File: src/rtl/mono_blit_pkg.sv
package mono_blit_pkg;

    typedef enum logic [1:0] {
        ST_IDLE = 2'd0,
        ST_RUN  = 2'd1,
        ST_RESP = 2'd2
    } blit_state_e;

endpackage

File: src/rtl/mono_blit_check.sv
module mono_blit_check #(
    parameter int MAT_W = 7,
    parameter int MAT_H = 5,
    parameter int CW    = 5
) (
    input  logic [CW-1:0] x,
    input  logic [CW-1:0] y,
    input  logic [CW-1:0] w,
    input  logic [CW-1:0] h,
    input  logic [CW-1:0] pitch,
    output logic          bad
);
    localparam logic [CW:0] LIM_W = (CW+1)'(MAT_W);
    localparam logic [CW:0] LIM_H = (CW+1)'(MAT_H);

    logic [CW:0] x_end;
    logic [CW:0] y_end;
    logic        bad_x;
    logic        bad_y;
    logic        bad_p;

    always_comb begin
        x_end = {1'b0, x} + {1'b0, w};
        y_end = {1'b0, y} + {1'b0, h};
        bad_x = ({1'b0, x} >= LIM_W) || (x_end > LIM_W);
        bad_y = ({1'b0, y} >= LIM_H) || (y_end > LIM_H);
        bad_p = (pitch < w);
        bad   = bad_x || bad_y || bad_p;
    end

endmodule

File: src/rtl/mono_blit_unpack.sv
module mono_blit_unpack #(
    parameter int BW = 8
) (
    input  logic          clk,
    input  logic          rst_n,
    input  logic          enable,
    input  logic          flush,
    input  logic          take,
    input  logic          byte_valid,
    input  logic [BW-1:0] byte_data,
    output logic          byte_ready,
    output logic          bit_valid,
    output logic          bit_val
);
    localparam int IW = $clog2(BW);
    localparam logic [IW-1:0] LAST = IW'(BW - 1);

    typedef struct packed {
        logic          have;
        logic [IW-1:0] idx;
        logic [BW-1:0] word;
    } unpack_t;

    unpack_t cur_q, nxt_d;

    always_comb begin
        byte_ready = enable && !cur_q.have;
        bit_valid  = cur_q.have;
        bit_val    = cur_q.word[cur_q.idx];

        nxt_d = cur_q;
        if (flush) begin
            nxt_d.have = 1'b0;
        end else if (take && cur_q.have) begin
            nxt_d.idx = cur_q.idx + 1'b1;
            if (cur_q.idx == LAST) begin
                nxt_d.have = 1'b0;
            end
        end else if (byte_valid && byte_ready) begin
            nxt_d.word = byte_data;
            nxt_d.idx  = '0;
            nxt_d.have = 1'b1;
        end
    end

    always_ff @(posedge clk or negedge rst_n) begin
        if (!rst_n) begin
            cur_q <= '0;
        end else begin
            cur_q <= nxt_d;
        end
    end

    // a freshly loaded byte presents its bit 0 first
    assert_load_lsb_first_R5: assert property (@(posedge clk) disable iff (!rst_n)
        (byte_valid && byte_ready) |=> (bit_valid && bit_val == $past(byte_data[0])));

    // the walker only consumes a bit that is present
    assert_take_has_bit_R5: assert property (@(posedge clk) disable iff (!rst_n)
        take |-> bit_valid);

endmodule

File: src/rtl/mono_blit.sv
module mono_blit
    import mono_blit_pkg::*;
#(
    parameter int MAT_W = 7,
    parameter int MAT_H = 5,
    parameter int CW    = 5,
    parameter int PW    = 8,
    parameter int AW    = $clog2(MAT_W * MAT_H)
) (
    input  logic          clk,
    input  logic          rst_n,
    input  logic          cmd_valid,
    output logic          cmd_ready,
    input  logic [CW-1:0] cmd_x,
    input  logic [CW-1:0] cmd_y,
    input  logic [CW-1:0] cmd_w,
    input  logic [CW-1:0] cmd_h,
    input  logic [CW-1:0] cmd_pitch,
    input  logic [PW-1:0] brightness,
    input  logic          byte_valid,
    input  logic [7:0]    byte_data,
    output logic          byte_ready,
    output logic          fb_we,
    output logic [AW-1:0] fb_addr,
    output logic [PW-1:0] fb_data,
    output logic          done_valid,
    output logic          done_err
);
    localparam int FB_SIZE = MAT_W * MAT_H;
    localparam logic [AW-1:0] ROW_STEP = AW'(MAT_W);

    typedef struct packed {
        blit_state_e   st;
        logic [CW-1:0] x;
        logic [CW-1:0] w;
        logic [CW-1:0] pitch;
        logic [CW-1:0] col;
        logic [CW-1:0] rows_left;
        logic [AW-1:0] base;
        logic          err;
    } walk_t;

    walk_t cur_q, nxt_d;

    logic cmd_bad;
    logic unp_en;
    logic unp_flush;
    logic unp_take;
    logic bit_valid;
    logic bit_val;

    mono_blit_check #(
        .MAT_W (MAT_W),
        .MAT_H (MAT_H),
        .CW    (CW)
    ) u_check (
        .x     (cmd_x),
        .y     (cmd_y),
        .w     (cmd_w),
        .h     (cmd_h),
        .pitch (cmd_pitch),
        .bad   (cmd_bad)
    );

    mono_blit_unpack #(
        .BW (8)
    ) u_unpack (
        .clk        (clk),
        .rst_n      (rst_n),
        .enable     (unp_en),
        .flush      (unp_flush),
        .take       (unp_take),
        .byte_valid (byte_valid),
        .byte_data  (byte_data),
        .byte_ready (byte_ready),
        .bit_valid  (bit_valid),
        .bit_val    (bit_val)
    );

    always_comb begin
        nxt_d      = cur_q;
        cmd_ready  = 1'b0;
        unp_en     = 1'b0;
        unp_flush  = 1'b0;
        unp_take   = 1'b0;
        fb_we      = 1'b0;
        fb_addr    = cur_q.base + AW'(cur_q.x) + AW'(cur_q.col);
        fb_data    = bit_val ? brightness : '0;
        done_valid = 1'b0;
        done_err   = cur_q.err;

        unique case (cur_q.st)
            ST_IDLE: begin
                cmd_ready = 1'b1;
                if (cmd_valid) begin
                    nxt_d.x         = cmd_x;
                    nxt_d.w         = cmd_w;
                    nxt_d.pitch     = cmd_pitch;
                    nxt_d.col       = '0;
                    nxt_d.rows_left = cmd_h;
                    nxt_d.base      = AW'(cmd_y) * ROW_STEP;
                    nxt_d.err       = cmd_bad;
                    if (cmd_bad || cmd_h == '0 || cmd_pitch == '0) begin
                        nxt_d.st = ST_RESP;
                    end else begin
                        nxt_d.st = ST_RUN;
                    end
                end
            end
            ST_RUN: begin
                unp_en = 1'b1;
                if (bit_valid) begin
                    unp_take = 1'b1;
                    fb_we    = (cur_q.col < cur_q.w);
                    if (cur_q.col == cur_q.pitch - 1'b1) begin
                        nxt_d.col       = '0;
                        nxt_d.base      = cur_q.base + ROW_STEP;
                        nxt_d.rows_left = cur_q.rows_left - 1'b1;
                        if (cur_q.rows_left == CW'(1)) begin
                            unp_flush = 1'b1;
                            nxt_d.st  = ST_RESP;
                        end
                    end else begin
                        nxt_d.col = cur_q.col + 1'b1;
                    end
                end
            end
            ST_RESP: begin
                done_valid = 1'b1;
                nxt_d.st   = ST_IDLE;
            end
            default: begin
                nxt_d.st = ST_IDLE;
            end
        endcase
    end

    always_ff @(posedge clk or negedge rst_n) begin
        if (!rst_n) begin
            cur_q    <= '0;
            cur_q.st <= ST_IDLE;
        end else begin
            cur_q <= nxt_d;
        end
    end

    assert_reject_next_cycle_R4: assert property (@(posedge clk) disable iff (!rst_n)
        (cmd_valid && cmd_ready && cmd_bad) |=> (done_valid && done_err));

    assert_reject_is_silent_R4: assert property (@(posedge clk) disable iff (!rst_n)
        (done_valid && done_err) |-> (!fb_we && !byte_ready));

    assert_addr_in_frame_R7: assert property (@(posedge clk) disable iff (!rst_n)
        fb_we |-> ({1'b0, fb_addr} < (AW+1)'(FB_SIZE)));

    assert_pixel_value_R6: assert property (@(posedge clk) disable iff (!rst_n)
        fb_we |-> (fb_data == '0 || fb_data == brightness));

    assert_done_single_R9: assert property (@(posedge clk) disable iff (!rst_n)
        done_valid |=> (!done_valid && cmd_ready));

    assert_idle_exclusive_R11: assert property (@(posedge clk) disable iff (!rst_n)
        cmd_ready |-> (!fb_we && !byte_ready && !done_valid));

    assert_no_write_while_fetch_R5: assert property (@(posedge clk) disable iff (!rst_n)
        byte_ready |-> !fb_we);

endmodule

File: config.mk
export PLATFORM = sky130hd
export DESIGN_NAME = mono_blit
export DESIGN_NICKNAME = d
export VERILOG_FILES = /design/src/rtl/mono_blit_pkg.sv /design/src/rtl/mono_blit_check.sv /design/src/rtl/mono_blit_unpack.sv /design/src/rtl/mono_blit.sv
export SDC_FILE = /design/constraint.sdc
export NUM_CORES = 1
export LEC_CHECK = 0
export BUFFER_PORTS_ARGS = -buffer_cell sky130_fd_sc_hd__buf_2
export CORE_MARGIN = 8
export CORE_UTILIZATION = 51
export DETAILED_ROUTE_END_ITERATION = 8
export PLACE_DENSITY = 0.83
export REMOVE_ABC_BUFFERS = 1
export SLEW_MARGIN = 20
export SYNTH_ARGS = -nofsm -noshare
export SYNTH_HDL_FRONTEND = slang
export SYNTH_SLANG_ARGS = --single-unit
File: constraint.sdc
create_clock -name clk -period 2.6 [get_ports clk]
set_clock_uncertainty 0.2 [all_clocks]
set_input_delay 0.52 -clock clk [delete_from_list [all_inputs] [get_ports clk]]
set_output_delay 0.52 -clock clk [all_outputs]
set_load 0.02 [all_outputs]
==> results.sh, run 1 <==
export IMPL_core_rowCount=30
export IMPL_reg2reg_depth=8
export IMPL_swShare_pct=34.0
export IMPL_worstHoldPathCells=2
export IMPL_p_leak_uw=0.00223
export IMPL_num_antenna_cells=0
export IMPL_rsz0062_at_grt="yes"
export IMPL_htree_levels=2
export IMPL_path_clk_slew_ns=0.10
export IMPL_failed_checks="negative setup slack"
export IMPL_layout_commonest_cell="buf_2"
export IMPL_cts_max_path_buffers=2
export IMPL_hold_end="u_unpack.cur_q[5]"
export IMPL_synth_top_area_share_pct=32.8
export IMPL_place_gp_congestion=0.898
export IMPL_final_setup_worst_slack_ns=-0.553
export IMPL_fmax_mhz=317
export IMPL_pre_cts_slack_ns=-0.263
export IMPL_worstPathArrival_ns=2.43
export IMPL_overflow=0
export IMPL_worst_slew_pin_slew_ns=0.516
export IMPL_yosysTopAreaCell="dfrtp_1"
export IMPL_first_global_vias=3085
export IMPL_cts_root_buffer="clkbuf_8"
export IMPL_clkPwrFrac_pct=26.7
export IMPL_nFillCells=529
export IMPL_io_buffers=63
export IMPL_status="finished with violations"
export IMPL_clk_latency_ns=0.31
export IMPL_yosysUniqueCellTypes=53
export IMPL_die_w_um=98.9
export IMPL_cts_tree="yes"
export IMPL_drv_slew=0
export IMPL_cts_sinks=46
export IMPL_combPwrFrac_pct=34.8
export IMPL_async_reset_ff_share_pct=100
export IMPL_synth_warnings=0
export IMPL_synth_edf_count=0
export IMPL_ir_worst_vdd_v=0.000239
export IMPL_multi_input_area_um2=2230
export IMPL_crit_top_cell="inv_2"
export IMPL_mostFrequentLayoutCells="buf_2, nand2_1, dfrtp_1"
export IMPL_synth_cells=364
export IMPL_io_pins=64
export IMPL_start_util_pct=52.2
export IMPL_period_share_pct=121
export IMPL_p_int_uw=1400
export IMPL_max_stage_delay_ns=0.56
export IMPL_numCtsBuffers=5
export IMPL_placedCellCount=524
export IMPL_cap_violations=0
export IMPL_pwr_density_cell_nw_per_um2=489
export IMPL_final_util_pct=64.7
export IMPL_drive_gt1_share_pct=29.5
export IMPL_max_slew_margin_rel_pct=65.3
export IMPL_via_per_inst=5.52
export IMPL_finalSetupTns_ns=-1.90
export IMPL_hpwl_um=7310
export IMPL_r2r_end="cur_q[9]"
export IMPL_avgSynthCellArea_um2=9.63
export IMPL_antenna_left=0
export IMPL_synth_seq_cells=46
export IMPL_post_route_min_period_ns=3.15
export IMPL_antenna_found_initial=0
export IMPL_grtUsageTotal_pct=19.4
export IMPL_worstPathRequired_ns=1.88
export IMPL_synth_cell_area_um2=3510
export IMPL_fp_dieH_um=98.9
export IMPL_timing_rr_start="cur_q[17]"
export IMPL_critPathSlowestCell="fa_1"
export IMPL_grt_pass1_wl_um=15200
export IMPL_synth_area_top_cells="dfrtp_1, ha_1, fa_1, nand2_1, inv_1"
export IMPL_setup_violations=5
export IMPL_end_kind="output pin"
export IMPL_grt_start_max_net_pins=20
export IMPL_path_buf_inv=3
export IMPL_vias=2970
export IMPL_drt_iter0_drc=156
export IMPL_syn_to_final_growth_pct=24.1
export IMPL_worstHoldStart="byte_data[5]"
export IMPL_synth_flop_cell="dfrtp_1"
export IMPL_firstDrtPassIters=5
export IMPL_crit_chain="fa_1 -> ha_2 -> inv_2 -> fa_2 -> inv_2 -> a21o_1 -> a21oi_2 -> xnor2_1 -> buf_4"
export IMPL_power_share_sequential_pct=38.5
export IMPL_r2r_setup_slack_ns=0.10
export IMPL_layout_nets=554
export IMPL_cp_top_family="adder cells"
export IMPL_wl_per_cell_um=17.3
export IMPL_start_kind="flip-flop"
export IMPL_yosysSeqAreaShare_pct=32.8
export IMPL_design_core_area_um2=6720
export IMPL_ff_latch_area_um2=1150
export IMPL_die_area_um2=9780
export IMPL_path_class="reg -> out"
export IMPL_p_sw_uw=723
export IMPL_hp_class="in -> reg"
export IMPL_hold_viol_final=0
export IMPL_final_cell_count_no_fill=538
export IMPL_drc=0
export IMPL_drt_wl_total_um=9310
export IMPL_critPathMaxFanout=2
## timing repair
item | 4_1_cts | 5_1_grt
resized for setup | 18 | 7
buffers inserted | 2 | 5
pin swaps | 10 | 13
setup endpoints to repair | 6 | 14
hold buffers | 1 | 0
endpoints found under the hold margin | 8 | 0
## cell usage after synthesis, types with 2 or more instances
| cell type | n |
|---|---|
| o2bb2ai_1 | 6 |
| clkbuf_1 | 10 |
| a21oi_1 | 16 |
| o21ai_0 | 14 |
| ha_1 | 39 |
| xnor2_1 | 9 |
| dfrtp_1 | 46 |
| mux2_2 | 9 |
| inv_1 | 35 |
| nand3b_1 | 2 |
| and2_1 | 2 |
| fa_1 | 13 |
| or4_1 | 2 |
| xor2_1 | 6 |
| nor2b_1 | 15 |
| nor3_1 | 12 |
| a31oi_1 | 6 |
| a22o_1 | 2 |
| mux4_2 | 2 |
| nor4b_1 | 2 |
| o21ai_1 | 5 |
| nand2_1 | 45 |
| nor4_1 | 4 |
| mux2i_1 | 5 |
| nand2b_1 | 3 |
| nor2_1 | 11 |
| o22ai_1 | 2 |
| a21o_1 | 10 |
| buf_2 | 2 |
| mux2_1 | 3 |
| nand4_1 | 2 |
| nand3_1 | 3 |
## power groups by stage
stage / clock, µW / combinational, µW / sequential [µW]
floorplan: 0 / 398 / 823
global placement: 0 / 629 / 828
detailed placement: 0 / 651 / 831
CTS: 575 / 714 / 817
global route: 602 / 819 / 826
finish: 568 / 740 / 819
## flip-flops by register name, indices dropped and copies added, names as in the netlist
register	count
u_unpack.bit_valid	1
cur_q	33
done_err	1
u_unpack.cur_q	11
## layout make-up
class                      count  share of cell area, %
clock buffer                   5                   1.58
tap                           80                   2.30
multi-input combinational    269                   51.2
inverter                      35                   3.02
sequential                    46                   26.5
clock inverter                 3                   1.09
timing repair buffer         100                   14.3
## kinds of logic (layout without fill, tap and decap cells)
kind of cell	Yosys count	after routing	share of synthesized area, %
buf+inv	49	143	5.53
mux	19	19	6.57
simple gates	110	110	15.8
fa+ha+maj	52	52	21.3
compound gates	73	73	14.2
flops	46	46	32.8
xor+xnor	15	15	3.75
## worst max-delay path by stage
stage | start | to | slack (ns) | cells after the start
2_1_floorplan | cur_q[13] | fb_addr[5] | -0.26 | 8
3_3_place_gp | cur_q[2] | fb_addr[5] | -0.16 | 9
3_5_place_dp | cur_q[2] | fb_addr[5] | -0.26 | 9
4_1_cts | cur_q[28] | fb_addr[5] | -0.53 | 9
5_1_grt | cur_q[2] | fb_addr[5] | -0.64 | 9
6_report | cur_q[2] | fb_addr[5] | -0.55 | 9
## stage by stage
| stage | cell area, µm² | power [µW] | hold WS [ns] |
|---|---|---|---|
| after floorplan | 3440 | 1220 | 0.0244 |
| after CTS | 4310 | 2110 | 0.225 |
| after global placement | 4090 | 1460 | 0.192 |
| after detailed placement | 4090 | 1480 | 0.194 |
| final | 4350 | 2130 | 0.233 |
| after global routing | 4350 | 2250 | 0.220 |
## layer usage
metal	global-route usage [%]	share of wire (%)	up-vias
met2	33.2	51	87
met1	23.7	42	1425
met3	3.66	4.8	19
met5	0	0	-
li1	-	-	1439
met4	6.73	2.2	0
Power figures use the tool's default switching activity.
==> run 2, diff against run 1 <==
- BUFFER_PORTS_ARGS: -buffer_cell sky130_fd_sc_hd__buf_2 -> -buffer_cell sky130_fd_sc_hd__buf_4
- CORE_UTILIZATION: 51 -> 42
- PLACE_DENSITY: 0.83 -> 0.71
==> run 2 against run 1 <==
  * The flow still finishes with violations (negative setup slack)
  * Final cell count increased by 4.5%
  * Final area increased by 3.0%
  * Power decreased by 4.0%
  * Hold slack got worse by 0.22 ns
  * Global-route usage decreased by 2.7 points
  * Sequential power about the same
  * Die area increased by 18%
  * Clock-buffer cell count increased by 1
  * Clock power decreased by 18%
  * Wire length decreased by 1.3%
  * Register-to-register slack improved by 0.03 ns
  * Fmax increased by 2.4%
==> results.sh, run 2 (synthesis gave the netlist of run 1 again) <==
export IMPL_p_total_uw=2040
export IMPL_failed_checks="negative setup slack"
export IMPL_antenna_left=0
export IMPL_r2r_end="u_unpack.cur_q[10]"
export IMPL_p_leak_uw=0.00226
export IMPL_io_pins=64
export IMPL_cts_root_buffer="clkbuf_8"
export IMPL_first_global_vias=3131
export IMPL_cts_max_path_buffers=2
export IMPL_worst_slew_pin_slew_ns=0.592
export IMPL_critPathMaxFanout=2
export IMPL_crit_start="cur_q[28]"
export IMPL_cap_violations=0
export IMPL_fmax_mhz=325
export IMPL_num_antenna_cells=0
export IMPL_post_route_min_period_ns=3.08
export IMPL_cts_tree="yes"
export IMPL_status="finished with violations"
export IMPL_start_kind="flip-flop"
export IMPL_via_per_inst=5.29
export IMPL_layout_nets=553
export IMPL_vias=2974
export IMPL_cp_top_family="adder cells"
export IMPL_clk_latency_ns=0.30
export IMPL_hold_viol_final=0
export IMPL_layout_commonest_cell="buf_4"
export IMPL_top_regs="cur_q (33), u_unpack.cur_q (11)"
export IMPL_drv_slew=0
export IMPL_io_buffers=63
export IMPL_ctsHoldBuffers=0
export IMPL_ir_worst_vdd_v=0.000195
export IMPL_path_clk_slew_ns=0.09
export IMPL_pre_cts_slack_ns=-0.192
export IMPL_largest_register_ffs=33
export IMPL_r2r_setup_slack_ns=0.13
export IMPL_numCtsBuffers=5
export IMPL_max_stage_delay_ns=0.55
export IMPL_htree_levels=2
export IMPL_hp_class="in -> async"
export IMPL_crit_chain="fa_1 -> ha_2 -> inv_2 -> fa_2 -> inv_2 -> a21o_1 -> a21oi_2 -> xnor2_1 -> buf_4"
export IMPL_setup_violations=5
export IMPL_syn_to_final_growth_pct=27.8
export IMPL_top_register="cur_q"
export IMPL_start_util_pct=42.9
export IMPL_mostFrequentLayoutCells="buf_4, nand2_1, dfrtp_1"
export IMPL_hpwl_um=7320
export IMPL_nFillCells=741
export IMPL_cts_sinks=46
export IMPL_reg2reg_depth=7
export IMPL_path_buf_inv=3
export IMPL_antenna_found_initial=0
export IMPL_crit_top_cell="inv_2"
export IMPL_end_kind="output pin"
export IMPL_drt_wl_total_um=9190
export IMPL_design_core_area_um2=8180
export IMPL_worstPathRequired_ns=1.88
export IMPL_timing_rr_start="cur_q[17]"
export IMPL_grt_start_max_net_pins=47
export IMPL_die_area_um2=11500
export IMPL_period_share_pct=118
export IMPL_wl_per_cell_um=16.4
export IMPL_core_rowCount=33
export IMPL_place_gp_congestion=0.880
export IMPL_drc=0
export IMPL_firstDrtPassIters=4
export IMPL_drt_iter0_drc=187
export IMPL_drive_gt1_share_pct=29.5
export IMPL_pwr_density_cell_nw_per_um2=456
export IMPL_rsz0062_at_grt="yes"
export IMPL_final_util_pct=54.8
export IMPL_grtUsageTotal_pct=16.6
export IMPL_grt_pass1_wl_um=15600
export IMPL_final_setup_worst_slack_ns=-0.479
export IMPL_fp_dieH_um=107
export IMPL_path_class="reg -> out"
export IMPL_worstPathArrival_ns=2.36
export IMPL_max_slew_margin_rel_pct=60.5
export IMPL_critPathSlowestCell="fa_1"
export IMPL_die_w_um=107
export IMPL_overflow=0
[run 2: cell count changes in the layout (fill, tap and decap cells not counted), sizes merged]
cell         previous run  this run
dlygate4sd3             1         0
clkinv                  0         1
bufinv                  1         0
clkinvlp                0         1
inv                    37        35
clkbuf                  5         6
[run 2: cell type report]
cell class	count	area [µm²]	share of cell area, %
inverters	35	131	2.93
clock buffers	6	82.6	1.84
multi-input cells	269	2210	49.4
clock inverters	2	12.5	0.279
well taps	105	131	2.93
repair buffers	99	758	16.9
flip-flops and latches	46	1150	25.7
[run 2: worst max-delay path by stage]
stage | end | slack, ns | depth (start not counted)
3_5_place_dp | fb_addr[5] | -0.19 | 9
2_1_floorplan | fb_addr[5] | -0.26 | 8
5_1_grt | fb_addr[5] | -0.64 | 9
3_3_place_gp | fb_addr[5] | -0.17 | 9
4_1_cts | fb_addr[5] | -0.47 | 9
6_report | fb_addr[5] | -0.48 | 9
[run 2: repair_timing]
action | 4_1_cts | 5_1_grt
pin swaps | 7 | 11
setup buffers | 5 | 1
gates resized for setup | 13 | 5
setup endpoints to repair | 5 | 14
[run 2: power by group]
part           switching [µW]  internal, µW  total (µW)
Sequential               48.7           769         818
Clock                     253           214         467
Combinational             393           363         756
Total                     695          1350        2040
[run 2: worst register-to-register path, cell delays in order, from the launching register on]
cell and delay (ns):
dfrtp_1 0.42, inv_1 0.09, ha_1 0.23, nand4bb_1 0.13, a211o_1 0.36, a211oi_2 0.43
a21oi_2 0.16, mux2_1 0.33
[run 2: per-stage QoR]
stage                     setup TNS (ns)  cell area [µm²]  instances  hold slack, ns
final                              -1.59             4480        562          0.0166
after global routing               -2.13             4480        562          0.0563
after CTS                          -1.61             4470        562          0.0406
after detailed placement          -0.389             4280        549           0.271
after global placement            -0.251             4280        549           0.262
after floorplan                   -0.341             3440        350          0.0244
[run 2: layer usage]
layer | up-vias | global-route usage [%] | part of all wire, %
li1 | 1443 | - | -
met1 | 1464 | 21.7 | 44
met2 | 65 | 28.7 | 51
met3 | 2 | 2.69 | 4.5
met4 | 0 | 2.58 | 0.44
met5 | - | 0 | 0
